===== config.mk =====
export PLATFORM = sky130hd
export DESIGN_NAME = owire_temp_reader
export DESIGN_NICKNAME = d
export VERILOG_FILES = /design/src/rtl/owt_pkg.sv /design/src/rtl/owt_tick_gen.sv /design/src/rtl/owt_us_count.sv /design/src/rtl/owt_rx_shift.sv /design/src/rtl/owire_temp_reader.sv
export SDC_FILE = /design/constraint.sdc
export NUM_CORES = 1
export LEC_CHECK = 0
export ABC_CLOCK_PERIOD_IN_PS = 3100
export BUFFER_PORTS_ARGS = -buffer_cell sky130_fd_sc_hd__buf_2
export CORE_MARGIN = 3
export CORE_UTILIZATION = 35
export CTS_CLUSTER_SIZE = 16
export DETAILED_ROUTE_END_ITERATION = 16
export RECOVER_POWER = 25
export SLEW_MARGIN = 20
export SYNTH_ARGS = -nofsm -noshare
export SYNTH_HDL_FRONTEND = slang
export SYNTH_SLANG_ARGS = --single-unit

===== constraint.sdc =====
create_clock -name clk -period 3.1 [get_ports clk]
set_clock_uncertainty 0.2 [all_clocks]
set_input_delay 0.62 -clock clk [delete_from_list [all_inputs] [get_ports clk]]
set_output_delay 0.62 -clock clk [all_outputs]
set_load 0.01 [all_outputs]

===== src/rtl/owt_pkg.sv =====
`timescale 1ns/1ps
package owt_pkg;
  typedef enum logic [2:0] {
    ST_IDLE,
    ST_RESET,
    ST_WRITE,
    ST_CONV,
    ST_READ
  } owt_state_e;

  localparam logic [7:0] CMD_SKIP_ADDR = 8'hCC;
  localparam logic [7:0] CMD_CONVERT   = 8'h44;
  localparam logic [7:0] CMD_READ_PAD  = 8'hBE;

  // Byte sent at each position of the fixed command sequence.
  function automatic logic [7:0] cmd_byte(input logic [1:0] idx);
    case (idx)
      2'd0:    return CMD_SKIP_ADDR;
      2'd1:    return CMD_CONVERT;
      2'd2:    return CMD_SKIP_ADDR;
      default: return CMD_READ_PAD;
    endcase
  endfunction
endpackage


===== src/rtl/owt_tick_gen.sv =====
`timescale 1ns/1ps
module owt_tick_gen #(
  parameter int DIV = 50
) (
  input  logic clk,
  input  logic rst,
  input  logic clr,
  output logic tick
);
  localparam int W = (DIV > 1) ? $clog2(DIV) : 1;

  logic [W-1:0] div_q;

  assign tick = (div_q == W'(DIV - 1));

  always_ff @(posedge clk) begin
    if (rst || clr)  div_q <= '0;
    else if (tick)   div_q <= '0;
    else             div_q <= div_q + 1'b1;
  end
endmodule


===== src/rtl/owt_us_count.sv =====
`timescale 1ns/1ps
module owt_us_count #(
  parameter int W = 20
) (
  input  logic         clk,
  input  logic         rst,
  input  logic         clr,
  input  logic         tick,
  output logic [W-1:0] us
);
  always_ff @(posedge clk) begin
    if (rst || clr) us <= '0;
    else if (tick)  us <= us + 1'b1;
  end
endmodule


===== src/rtl/owt_rx_shift.sv =====
`timescale 1ns/1ps
module owt_rx_shift #(
  parameter int W = 12
) (
  input  logic         clk,
  input  logic         rst,
  input  logic         en,
  input  logic         din,
  output logic [W-1:0] q
);
  // New bits enter at the top, so the first bit ends at index 0.
  always_ff @(posedge clk) begin
    if (rst)     q <= '0;
    else if (en) q <= {din, q[W-1:1]};
  end
endmodule


===== src/rtl/owire_temp_reader.sv =====
`timescale 1ns/1ps
module owire_temp_reader
  import owt_pkg::*;
#(
  parameter int CLKS_PER_US  = 50,
  parameter int RST_LOW_US   = 480,
  parameter int RST_US       = 960,
  parameter int SLOT_US      = 65,
  parameter int W1_LOW_US    = 6,
  parameter int W0_LOW_US    = 60,
  parameter int RD_LOW_US    = 2,
  parameter int RD_SAMPLE_US = 15,
  parameter int CONV_US      = 750000,
  parameter int TEMP_W       = 12
) (
  input  logic              clk,
  input  logic              rst,
  input  logic              start,
  input  logic              line_in,
  output logic              line_drive,
  output logic [TEMP_W-1:0] temp_raw,
  output logic              temp_valid,
  output logic              no_device
);
  localparam int LONG1   = (RST_US > SLOT_US) ? RST_US : SLOT_US;
  localparam int LONGEST = (CONV_US > LONG1) ? CONV_US : LONG1;
  localparam int US_W    = $clog2(LONGEST + 1);
  localparam int BITS_MAX = (TEMP_W > 8) ? TEMP_W : 8;
  localparam int IDX_W   = $clog2(BITS_MAX);
  localparam int NUM_CMDS   = 4;
  localparam int CONV_AFTER = 1;

  owt_state_e        state;
  logic              tick;
  logic              restart;
  logic              phase_done;
  logic [US_W-1:0]   us_cnt;
  logic [US_W-1:0]   phase_last;
  logic [1:0]        byte_idx;
  logic [IDX_W-1:0]  bit_idx;
  logic              seen;
  logic              cur_bit;
  logic              sample_en;
  logic [TEMP_W-1:0] shift_q;

  // Timers restart on every phase boundary so each phase is exact.
  assign restart = (state == ST_IDLE) || phase_done;

  owt_tick_gen #(.DIV(CLKS_PER_US)) u_tick (
    .clk (clk),
    .rst (rst),
    .clr (restart),
    .tick(tick)
  );

  owt_us_count #(.W(US_W)) u_us (
    .clk (clk),
    .rst (rst),
    .clr (restart),
    .tick(tick),
    .us  (us_cnt)
  );

  always_comb begin
    case (state)
      ST_RESET: phase_last = US_W'(RST_US - 1);
      ST_CONV:  phase_last = US_W'(CONV_US - 1);
      default:  phase_last = US_W'(SLOT_US - 1);
    endcase
  end

  assign phase_done = (state != ST_IDLE) && tick && (us_cnt == phase_last);

  assign cur_bit   = cmd_byte(byte_idx)[bit_idx[2:0]];
  assign sample_en = (state == ST_READ) && tick && (us_cnt == US_W'(RD_SAMPLE_US - 1));

  owt_rx_shift #(.W(TEMP_W)) u_rx (
    .clk(clk),
    .rst(rst),
    .en (sample_en),
    .din(line_in),
    .q  (shift_q)
  );

  always_comb begin
    case (state)
      ST_RESET: line_drive = (us_cnt < US_W'(RST_LOW_US));
      ST_WRITE: line_drive = cur_bit ? (us_cnt < US_W'(W1_LOW_US))
                                     : (us_cnt < US_W'(W0_LOW_US));
      ST_READ:  line_drive = (us_cnt < US_W'(RD_LOW_US));
      default:  line_drive = 1'b0;
    endcase
  end

  always_ff @(posedge clk) begin
    if (rst) begin
      state      <= ST_IDLE;
      byte_idx   <= '0;
      bit_idx    <= '0;
      seen       <= 1'b0;
      temp_raw   <= '0;
      temp_valid <= 1'b0;
      no_device  <= 1'b0;
    end else begin
      temp_valid <= 1'b0;
      no_device  <= 1'b0;
      case (state)
        ST_IDLE: begin
          if (start) begin
            state    <= ST_RESET;
            seen     <= 1'b0;
            byte_idx <= '0;
            bit_idx  <= '0;
          end
        end
        ST_RESET: begin
          if (us_cnt >= US_W'(RST_LOW_US) && !line_in) seen <= 1'b1;
          if (phase_done) begin
            if (seen) begin
              state <= ST_WRITE;
            end else begin
              state     <= ST_IDLE;
              no_device <= 1'b1;
            end
          end
        end
        ST_WRITE: begin
          if (phase_done) begin
            if (bit_idx == IDX_W'(7)) begin
              bit_idx  <= '0;
              byte_idx <= byte_idx + 2'd1;
              if (byte_idx == 2'(CONV_AFTER))        state <= ST_CONV;
              else if (byte_idx == 2'(NUM_CMDS - 1)) state <= ST_READ;
            end else begin
              bit_idx <= bit_idx + 1'b1;
            end
          end
        end
        ST_CONV: begin
          if (phase_done) state <= ST_WRITE;
        end
        ST_READ: begin
          if (phase_done) begin
            if (bit_idx == IDX_W'(TEMP_W - 1)) begin
              state      <= ST_IDLE;
              bit_idx    <= '0;
              temp_raw   <= shift_q;
              temp_valid <= 1'b1;
            end else begin
              bit_idx <= bit_idx + 1'b1;
            end
          end
        end
        default: state <= ST_IDLE;
      endcase
    end
  end
endmodule


==> impl_metrics.tcl <==
set metrics [dict create \
    status "completed" \
    cts.sinks 62 \
    p_leak_nw 1.15 \
    grt_max_degree 22 \
    setup-tns-final_ns 0 \
    rsz0062_at_grt "no" \
    grt_pass1_vias 2342 \
    power.share.clock_pct 44.8 \
    htree_levels 3 \
    synth_enable_flop_cells 0 \
    drc_errors 0 \
    die_h_um 98.7 \
    clkLatencyLatePin_ns 0.34 \
    drtIter0Drc 237 \
    swShare_pct 25.7 \
    root_buffer "clkbuf_8" \
    start_util_pct 36.3 \
    power.total_w 0.00163 \
    synth_cell_type_count 49 \
    cts_buffers 9 \
    power_density_mw_per_mm2 478 \
    core_area_mm2 0.00830 \
    clock.fmax_ghz 0.335 \
    area_growth_pct 13.4 \
    grt.total_usage_pct 14.0 \
    synthesis.nets 358 \
    irDropWorstVdd_v 0.000261 \
    ys.flop_type "dfxtp_1" \
    power.switching_w 0.000419 \
    cts_tree "done" \
    die_x_um 98.7 \
    yosys_warnings 0 \
    fin_crit_ns 2.98 \
    dr_total_vias 2432 \
    slew_headroom_pct 44.2 \
    grt_overflow 0 \
    ant_nets 0 \
    worst_pin_slew_ns 0.830 \
    layout.cells.non_filler 472 \
    hold_slack_ns 0.272 \
    yosys.area.top_type "dfxtp_1" \
    dp_hpwl_um 4440 \
    hold_path_depth 1 \
    drt-vias-per-instance 5.15 \
    yosysSeqAreaShare_pct 41.2 \
    ys_ff_latch 62 \
    setup_viol 0 \
    routed_wl_um 6330 \
    finalCritPeriodShare_pct 96.2 \
    worstSetupPathType "flip-flop to output pin" \
    grt_pass1_wl_um 11100 \
    place_area_mm2 0.00320 \
    netlist_area_mm2 0.00301 \
    wl_per_cell_um 13.4 \
    globalplace.congestion 0.832 \
    synthTopCellsByArea "dfxtp_1 (41%), mux2i_1 (8.3%), nor2_1 (7.5%), xor2_1 (4.4%), ha_1 (3.3%)" \
    startpoint_type "flip-flop" \
    dr.pass1.iters 4 \
    antenna_found_initial 0 \
    fillers 833 \
    endpoint_kind "output pin" \
    syn_avg_cell_area_um2 8.70 \
    reg2regPathDepth 6 \
    drive_above_1_share_pct 9.54 \
    hold_class "flip-flop to flip-flop" \
    portBuffers 18 \
    p_comb_share_pct 5.7 \
    worstPathArrival_ns 2.16 \
    synth-async-reset-ratio_pct 0 \
    io_pins 19 \
    maxCapViolations 0 \
    syn_inst 346 \
    crit_fanout 4 \
    fin_area_mm2 0.00341 \
    p_int_w 0.00121 \
    synth.top_cell.area_share_pct 41.2 \
    placed_cells 456 \
    slew_viol_final 0 \
    row_count 33 \
    required_ns 2.28 \
    dieArea_mm2 0.00975 \
    power_frac_seq_pct 49.6 \
    antennaDiodeCount 0 \
    clk_pin_slew_ns 0.07 \
    clock_path_buffers 2 \
    hold_viol_final 0 \
    final_nets 374 \
]
==> worst max-delay path, stage by stage (launching register included) <==
cell and delay (ns):
dfxtp_1 0.34, inv_1 0.06, ha_1 0.22, nand3_1 0.09
o21ai_0 0.08, a21oi_1 0.28, a32o_1 0.25, a2111oi_4 0.09
a221o_1 0.28, buf_2 0.14
==> placed cells by master, fill, tap and decap left out, types with 3 or more instances in the layout <==
master	n
a21oi_1	6
o21ai_1	3
mux2i_1	25
a31oi_1	4
nand4_1	8
dfxtp_1	61
ha_1	8
o211ai_1	4
inv_1	9
buf_2	4
nand2_1	19
clkbuf_8	9
nand3_1	19
nor4_1	4
and3_1	7
clkinv_4	4
nor2_1	60
clkbuf_1	14
nor3_1	12
buf_4	7
xor2_1	15
o21ai_0	4
xnor2_1	10
o31ai_1	5
and2_1	4
==> kinds of logic after synthesis <==
logic type,share of synthesized area [%]
flip-flops,41.2
AND/OR/NAND/NOR,24.8
adder cells (fa/ha/maj),3.33
multiplexers,8.69
buffers and inverters,3.95
AO/OA/AOI/OAI,10.7
XOR/XNOR,7.28
==> routing by layer <==
metal / up-vias / GRT usage (%) / part of all wire [%]
li1: 1242 / - / -
met1: 1138 / 18.5 / 49
met2: 47 / 21.5 / 46
met3: 5 / 4.32 / 4.1
met4: 0 / 5.46 / 1.2
met5: - / 0 / 0
==> per-stage QoR <==
stage	utilization, %	setup WS [ns]
2_1_floorplan	-	0.601
3_3_place_gp	38.5	0.441
3_5_place_dp	38.5	0.439
4_1_cts	41.0	0.0467
5_1_grt	41.1	0.00908
6_report	41.1	0.117
==> area by class of cell <==
type                            count  area, um^2  area share (%)
Multi-Input combinational cell    255        1670            49.0
Sequential cell                    62        1240            36.4
Tap cell                          105         131            3.85
Timing Repair Buffer               25         125            3.67
Clock buffer                        9         124            3.63
Clock inverter                      7        82.6            2.42
Inverter                            9        33.8           0.990
==> power groups by stage <==
stage,combinational (W),clock (W),sequential [W]
after global placement,0.0000914,0,0.000827
after global routing,0.000102,0.000794,0.000810
after floorplan,0.0000742,0,0.000821
final,0.0000922,0.000730,0.000809
after detailed placement,0.0000929,0,0.000827
after CTS,0.0000932,0.000762,0.000808
==> synthesized netlist by cell type (7+ instances only) <==
cell	number
xnor2_1	10
nand3_1	19
nand2_1	19
nand4_1	8
nor2_1	60
clkbuf_1	15
ha_1	8
inv_1	9
nor3_1	12
dfxtp_1	62
mux2i_1	25
and3_1	7
xor2_1	15
==> flip-flops by register name, indices dropped and copies added (netlist names) <==
signal / cells
seen: 1
u_rx.q: 12
temp_raw: 12
bit_idx: 4
state: 3
byte_idx: 2
no_device: 1
u_us.us: 20
u_tick.div_q: 6
temp_valid: 1
==> path summary, 6_finish.rpt <==
kind | start | endpoint | slack (ns)
max | byte_idx[1] | line_drive | 0.12
min | u_tick.div_q[0] | u_tick.div_q[0] | 0.27
max reg2reg | u_us.us[19] | byte_idx[1] | 0.30
min reg2reg | u_tick.div_q[0] | u_tick.div_q[0] | 0.27
==> repair_timing <==
action | in CTS | in global routing
hold buffers | 0 | 0
resized for setup | 0 | 7
setup endpoints to repair | 0 | 1
setup buffers | 0 | 0
No activity file was read; power rests on OpenSTA's default activity.
